File: src/rtl/iccPkg.sv
package iccPkg;

  localparam int OPC_W = 4;

  localparam logic [OPC_W-1:0] OP_LOAD  = 4'd1;
  localparam logic [OPC_W-1:0] OP_STORE = 4'd2;
  localparam logic [OPC_W-1:0] OP_ADD   = 4'd3;
  localparam logic [OPC_W-1:0] OP_JUMP  = 4'd4;

  localparam logic [1:0] PH_FETCH = 2'd0;
  localparam logic [1:0] PH_IND   = 2'd1;
  localparam logic [1:0] PH_EXEC  = 2'd2;
  localparam logic [1:0] PH_INT   = 2'd3;

  typedef enum logic [3:0] {
    S_FADDR, S_FREAD, S_FIR,
    S_IREAD, S_IADDR,
    S_EXEC, S_XWRITE,
    S_ISAVE, S_IWRITE
  } cycState_t;

  typedef struct packed {
    logic marFromPc;
    logic marFromMbr;
    logic marFromSp;
    logic mbrFromMem;
    logic mbrFromAcc;
    logic mbrFromPc;
    logic irFromMbr;
    logic pcInc;
    logic pcFromMar;
    logic pcToHandler;
    logic spDec;
    logic accLoad;
    logic accAdd;
    logic intEnClr;
    logic memRd;
    logic memWr;
  } ctlStrobe_t;

endpackage

File: src/rtl/iccDatapath.sv
module iccDatapath
  import iccPkg::*;
#(
  parameter int WORD_W = 16,
  parameter int ADDR_W = 11,
  parameter logic [ADDR_W-1:0] HANDLER_ADDR = 11'h100,
  parameter logic [ADDR_W-1:0] SP_INIT = 11'h7FF
) (
  input  logic              clk,
  input  logic              rstN,
  input  ctlStrobe_t        strobe,
  input  logic              intEnSet,
  input  logic [WORD_W-1:0] memRdata,
  output logic [ADDR_W-1:0] memAddr,
  output logic [WORD_W-1:0] memWdata,
  output logic [OPC_W-1:0]  irOp,
  output logic              mbrInd,
  output logic              intEn,
  output logic [ADDR_W-1:0] pcOut,
  output logic [WORD_W-1:0] accOut
);

  localparam int PAD_W = WORD_W - ADDR_W;

  logic [ADDR_W-1:0] pc, mar, sp;
  logic [WORD_W-1:0] mbr, ir, acc;

  always_ff @(posedge clk or negedge rstN) begin
    if (!rstN) begin
      pc    <= '0;
      mar   <= '0;
      sp    <= SP_INIT;
      mbr   <= '0;
      ir    <= '0;
      acc   <= '0;
      intEn <= 1'b0;
    end else begin
      if (strobe.marFromPc)       mar <= pc;
      else if (strobe.marFromMbr) mar <= mbr[ADDR_W-1:0];
      else if (strobe.marFromSp)  mar <= sp;

      if (strobe.mbrFromMem)      mbr <= memRdata;
      else if (strobe.mbrFromAcc) mbr <= acc;
      else if (strobe.mbrFromPc)  mbr <= {{PAD_W{1'b0}}, pc};

      if (strobe.irFromMbr) ir <= mbr;

      if (strobe.pcInc)            pc <= pc + 1'b1;
      else if (strobe.pcFromMar)   pc <= mar;
      else if (strobe.pcToHandler) pc <= HANDLER_ADDR;

      if (strobe.spDec) sp <= sp - 1'b1;

      if (strobe.accLoad)     acc <= memRdata;
      else if (strobe.accAdd) acc <= acc + memRdata;

      if (strobe.intEnClr)  intEn <= 1'b0;
      else if (intEnSet)    intEn <= 1'b1;
    end
  end

  assign memAddr  = mar;
  assign memWdata = mbr;
  assign irOp     = ir[WORD_W-1 -: OPC_W];
  assign mbrInd   = mbr[ADDR_W];
  assign pcOut    = pc;
  assign accOut   = acc;

endmodule

File: src/rtl/iccControl.sv
module iccControl
  import iccPkg::*;
(
  input  logic             clk,
  input  logic             rstN,
  input  logic             memReady,
  input  logic             mbrInd,
  input  logic [OPC_W-1:0] irOp,
  input  logic             intEn,
  input  logic             intReq,
  output ctlStrobe_t       strobe,
  output logic [1:0]       phase
);

  cycState_t state, nextState;
  logic execDone;

  always_ff @(posedge clk or negedge rstN) begin
    if (!rstN) state <= S_FADDR;
    else       state <= nextState;
  end

  always_comb begin
    strobe    = '0;
    nextState = state;
    execDone  = 1'b0;
    unique case (state)
      S_FADDR: begin
        strobe.marFromPc = 1'b1;
        nextState = S_FREAD;
      end
      S_FREAD: begin
        strobe.memRd = 1'b1;
        if (memReady) begin
          strobe.mbrFromMem = 1'b1;
          strobe.pcInc = 1'b1;
          nextState = S_FIR;
        end
      end
      S_FIR: begin
        strobe.irFromMbr  = 1'b1;
        strobe.marFromMbr = 1'b1;
        nextState = mbrInd ? S_IREAD : S_EXEC;
      end
      S_IREAD: begin
        strobe.memRd = 1'b1;
        if (memReady) begin
          strobe.mbrFromMem = 1'b1;
          nextState = S_IADDR;
        end
      end
      S_IADDR: begin
        strobe.marFromMbr = 1'b1;
        nextState = S_EXEC;
      end
      S_EXEC: begin
        case (irOp)
          OP_LOAD, OP_ADD: begin
            strobe.memRd = 1'b1;
            if (memReady) begin
              strobe.mbrFromMem = 1'b1;
              strobe.accLoad = (irOp == OP_LOAD);
              strobe.accAdd  = (irOp == OP_ADD);
              execDone = 1'b1;
            end
          end
          OP_STORE: begin
            strobe.mbrFromAcc = 1'b1;
            nextState = S_XWRITE;
          end
          OP_JUMP: begin
            strobe.pcFromMar = 1'b1;
            execDone = 1'b1;
          end
          default: execDone = 1'b1;
        endcase
      end
      S_XWRITE: begin
        strobe.memWr = 1'b1;
        if (memReady) execDone = 1'b1;
      end
      S_ISAVE: begin
        strobe.mbrFromPc = 1'b1;
        strobe.marFromSp = 1'b1;
        strobe.intEnClr  = 1'b1;
        nextState = S_IWRITE;
      end
      S_IWRITE: begin
        strobe.memWr    = 1'b1;
        strobe.intEnClr = 1'b1;
        if (memReady) begin
          strobe.pcToHandler = 1'b1;
          strobe.spDec = 1'b1;
          nextState = S_FADDR;
        end
      end
      default: nextState = S_FADDR;
    endcase
    if (execDone) nextState = (intReq && intEn) ? S_ISAVE : S_FADDR;
  end

  always_comb begin
    unique case (state)
      S_IREAD, S_IADDR:  phase = PH_IND;
      S_EXEC, S_XWRITE:  phase = PH_EXEC;
      S_ISAVE, S_IWRITE: phase = PH_INT;
      default:           phase = PH_FETCH;
    endcase
  end

endmodule

File: src/rtl/instrCycleCtl.sv
module instrCycleCtl
  import iccPkg::*;
#(
  parameter int WORD_W = 16,
  parameter logic [WORD_W-OPC_W-2:0] HANDLER_ADDR = 'h100,
  parameter logic [WORD_W-OPC_W-2:0] SP_INIT = '1
) (
  input  logic                      clk,
  input  logic                      rstN,
  input  logic                      intReq,
  input  logic                      intEnSet,
  output logic [WORD_W-OPC_W-2:0]   memAddr,
  output logic                      memRd,
  output logic                      memWr,
  output logic [WORD_W-1:0]         memWdata,
  input  logic [WORD_W-1:0]         memRdata,
  input  logic                      memReady,
  output logic [WORD_W-OPC_W-2:0]   pcOut,
  output logic [WORD_W-1:0]         accOut,
  output logic                      intEnOut,
  output logic [1:0]                phase
);

  localparam int ADDR_W = WORD_W - OPC_W - 1;

  ctlStrobe_t       strobe;
  logic [OPC_W-1:0] irOp;
  logic             mbrInd;

  iccControl u_ctl (
    .clk(clk), .rstN(rstN), .memReady(memReady), .mbrInd(mbrInd),
    .irOp(irOp), .intEn(intEnOut), .intReq(intReq),
    .strobe(strobe), .phase(phase)
  );

  iccDatapath #(
    .WORD_W(WORD_W), .ADDR_W(ADDR_W),
    .HANDLER_ADDR(HANDLER_ADDR), .SP_INIT(SP_INIT)
  ) u_dp (
    .clk(clk), .rstN(rstN), .strobe(strobe), .intEnSet(intEnSet),
    .memRdata(memRdata), .memAddr(memAddr), .memWdata(memWdata),
    .irOp(irOp), .mbrInd(mbrInd), .intEn(intEnOut),
    .pcOut(pcOut), .accOut(accOut)
  );

  assign memRd = strobe.memRd;
  assign memWr = strobe.memWr;

endmodule

File: config.mk
export PLATFORM = sky130hd
export DESIGN_NAME = instrCycleCtl
export DESIGN_NICKNAME = d
export VERILOG_FILES = /design/src/rtl/iccPkg.sv /design/src/rtl/iccDatapath.sv /design/src/rtl/iccControl.sv /design/src/rtl/instrCycleCtl.sv
export SDC_FILE = /design/constraint.sdc
export NUM_CORES = 1
export LEC_CHECK = 0
export BUFFER_PORTS_ARGS = -buffer_cell sky130_fd_sc_hd__buf_4
export CORE_ASPECT_RATIO = 0.9
export CORE_MARGIN = 2
export CORE_UTILIZATION = 60
export CTS_BUF_LIST = sky130_fd_sc_hd__clkbuf_8
export DETAILED_ROUTE_END_ITERATION = 10
export PLACE_DENSITY = 0.83
export REMOVE_ABC_BUFFERS = 1
export SKIP_CTS_REPAIR_TIMING = 1
export SLEW_MARGIN = 5
export SYNTH_ARGS = -nofsm -noshare
export SYNTH_HDL_FRONTEND = slang
export SYNTH_SLANG_ARGS = --single-unit
export TNS_END_PERCENT = 100
File: constraint.sdc
create_clock -name clk -period 5.7 [get_ports clk]
set_clock_uncertainty 0.2 [all_clocks]
set_input_delay 1.71 -clock clk [delete_from_list [all_inputs] [get_ports clk]]
set_output_delay 1.71 -clock clk [all_outputs]
set_load 0.02 [all_outputs]
==> flow_summary.toml <==
[status]
status = "completed"

[floorplan]
rows = 30
io_pins = 80
chipHeight_um = 88.6
coreArea_sq_um = 7620
start_util_pct = 62.6
die-width_um = 98.0
die-area_sq_um = 8680

[hold_path]
holdCritPathClass = "register to register"
holdPathStages = 1

[critical_path]
slowest_delay_ns = 0.42
cp_slowest_cell = "fa_1"
rr_startpoint = "u_ctl.state[1]$_DFFE_PN0P_"
r2r_cells = 6
reg2reg_to = "u_dp.memWdata[5]$_DFFE_PN0P_"
critPathLaunch = "memRdata[0]"
critPathCaptureType = "register"
arrival_ns = 4.01
crit_type = "primary input to register"
critPathLaunchType = "primary input"
rrSetupSlack_ns = 2.48
endpoint = "u_dp.accOut[14]$_DFFE_PN0P_"
worst-path-max-fanout = 4
cp_cell_sequence = "buf_4, ha_1, fa_1, a21o_1, a221oi_2, o21ai_0, a311oi_1, mux2i_1, nand2_1"
worstPathRequired_ns = 5.74

[detailed_routing]
routed_wirelength_um = 12100
via_count = 4211
firstDrtPassIters = 5
avgRoutedWirePerCell_um = 18.2
via_per_inst = 6.33
drtIter0Drc = 331
drc = 0
postRouteAntennaNets = 0

[grt]
grt_antenna_before_repair = 0
grt_pass1_vias = 4014
grt_use_total_pct = 28.8
grt_pass1_wl_um = 19900
grt_max_degree = 75
grt_overflow = 0

[clocking]
clk_latency_ns = 0.35
clkTransAtPathRegs_ns = 0.08
root_buffer = "clkbuf_8"
cts_tree = "done"
cts_buffers = 9
clock_path_buffers = 2
htreeDepth = 3
cts_sinks = 74

[logic_synthesis]
synth.distinct_cells = 59
async_flop_share_pct = 100
synth_seq_cells = 74
ys_seq_area_share_pct = 39.1
yosys_warnings = 0
synth_area_sq_um = 4770
synthFlopType = "dfrtp_1"
avgSynthCellArea_sq_um = 9.47
synth-edff-count = 0
syn_inst = 504

[sta]
finalSetupViolations = 0
fin_crit_sh_pct = 69.6
slew_violations = 0
hold_violations = 0
rsz0062_at_grt = "no"
final.setup.tns_ns = 0
tightest_slew_ns = 1.07
fin_crit_ns = 3.96
relSlewSlack_pct = 28.4
hold_slack_ns = 0.291
fmax_mhz = 252

[placed_design]
place.gp.congestion = 0.904
io_buffers = 79
dpl.cell_count = 649
place_hpwl_um = 8460

[pwr]
p_leak_uw = 0.00258
peakVddDrop_v = 0.000355
powerDensity_nw_per_um2 = 568

[finish]
diodes = 0
area_growth_pct = 17.0
layout.nets = 603
drive_gt1_share_pct = 25.3
fin_cells = 665

[job]
drv_cap = 0
## per-stage QoR
stage | total power (uW) | utilization, % | setup slack, ns | cell area, sq um
3_5_place_dp | 2620 | 69.8 | 1.40 | 5320
3_3_place_gp | 2560 | 69.8 | 1.44 | 5320
6_report | 3170 | 73.3 | 1.74 | 5580
2_1_floorplan | 2040 | - | 1.77 | 4580
5_1_grt | 3370 | 73.3 | 1.63 | 5580
4_1_cts | 3170 | 73.3 | 1.76 | 5580
## routing by layer
layer / vias up / track usage (%) / wire length, um / part of all wire (%)
li1: 1949 / - / - / -
met5: - / 0 / 0 / 0
met3: 24 / 6.48 / 849 / 7.0
met4: 0 / 8.71 / 226 / 1.9
met2: 186 / 48.1 / 5910 / 49
met1: 2052 / 38.2 / 5140 / 42
## worst max-delay path: cells and delay by family
family	cells	cell delay (ns)
AND/OR/NAND/NOR	1	0.06
adder cells (fa/ha/maj)	2	0.65
multiplexers	1	0.22
buffers and inverters	1	0.12
AO/OA/AOI/OAI	4	1.25
## cells in the final DEF, fill, tap and decap left out, types with 11 or more instances in the layout
master   Yosys  routed
buf_4        3      81
dfrtp_1     63      63
o21ai_0     61      61
nand2_1     60      60
mux2i_1     30      30
a21oi_1     24      24
mux2_2      23      23
nor2_1      22      22
xnor2_1     19      19
inv_1       18      18
ha_1        17      17
dfstp_2     11      11
## worst min-delay path by stage
| stage | from | endpoint | slack, ns |
|---|---|---|---|
| after CTS | u_dp.sp[10]$_DFFE_PN1P_ | u_dp.sp[10]$_DFFE_PN1P_ | 0.29 |
| after global routing | u_dp.sp[10]$_DFFE_PN1P_ | u_dp.sp[10]$_DFFE_PN1P_ | 0.31 |
| after floorplan | u_dp.sp[10]$_DFFE_PN1P_ | u_dp.sp[10]$_DFFE_PN1P_ | 0.27 |
| final | u_dp.sp[10]$_DFFE_PN1P_ | u_dp.sp[10]$_DFFE_PN1P_ | 0.29 |
| after detailed placement | u_dp.sp[10]$_DFFE_PN1P_ | u_dp.sp[10]$_DFFE_PN1P_ | 0.28 |
| after global placement | u_dp.sp[10]$_DFFE_PN1P_ | u_dp.sp[10]$_DFFE_PN1P_ | 0.28 |
## power breakdown
group | leakage [uW] | internal [uW] | switching (uW)
clock | 0.000129 | 335 | 207
combinational | 0.00151 | 724 | 845
sequential | 0.000936 | 747 | 313
## synth_stat cells (2+ instances only)
master | count | area share [%]
mux2_2 | 23 | 5.4
and3_1 | 10 | 1.3
xor2_1 | 4 | 0.73
nor3_1 | 4 | 0.42
dfstp_2 | 11 | 6.1
nand4_1 | 3 | 0.39
a311oi_1 | 2 | 0.37
dfrtp_1 | 63 | 33
inv_1 | 18 | 1.4
buf_2 | 8 | 0.84
nand2_1 | 60 | 4.7
nor4_1 | 6 | 0.79
nor4b_1 | 2 | 0.37
nand3b_1 | 2 | 0.31
o21ai_0 | 61 | 6.4
mux2i_1 | 30 | 6.3
o21ai_1 | 7 | 0.73
ha_1 | 17 | 4.5
a22oi_1 | 7 | 1.1
buf_4 | 3 | 0.47
nor2b_1 | 2 | 0.26
a21oi_1 | 24 | 2.5
nor2_1 | 22 | 1.7
nand4b_1 | 2 | 0.37
a211oi_1 | 2 | 0.31
nor3b_1 | 10 | 1.6
o211ai_1 | 3 | 0.47
clkbuf_1 | 15 | 1.2
or3_1 | 2 | 0.26
mux2_4 | 5 | 1.6
buf_6 | 4 | 0.94
a21o_1 | 6 | 0.94
and2_1 | 4 | 0.52
nand3_1 | 8 | 0.84
a31oi_1 | 3 | 0.39
a221o_1 | 8 | 1.7
xnor2_1 | 19 | 3.5
o31ai_1 | 3 | 0.47
## flip-flops by register name, indices dropped and copies added, names as in the netlist
signal and cells:
u_dp.sp 11, u_dp.intEn 1, u_dp.memAddr 11, u_dp.ir 4
u_dp.memWdata 16, u_dp.pcOut 11, u_ctl.state 4, u_dp.accOut 16
## layout make-up
cell class                      count  area [sq um]
Multi-Input combinational cell    380          2660
Sequential cell                    74          1870
Tap cell                           96           120
Clock buffer                        9           124
Clock inverter                      7           141
Inverter                           18          67.6
Fill cell                         563          2040
Timing Repair Buffer               81           608
## cells by family (layout without fill, tap and decap cells)
group	Yosys count	in the layout	synth area share [%]
XOR/XNOR	23	23	4.22
adder cells (fa/ha/maj)	18	18	4.88
buffers and inverters	50	115	5.38
flip-flops	74	74	39.1
AND/OR/NAND/NOR	145	145	15.7
AO/OA/AOI/OAI	136	136	17.4
multiplexers	58	58	13.3
Note: power is estimated with default switching activity, not from simulation.
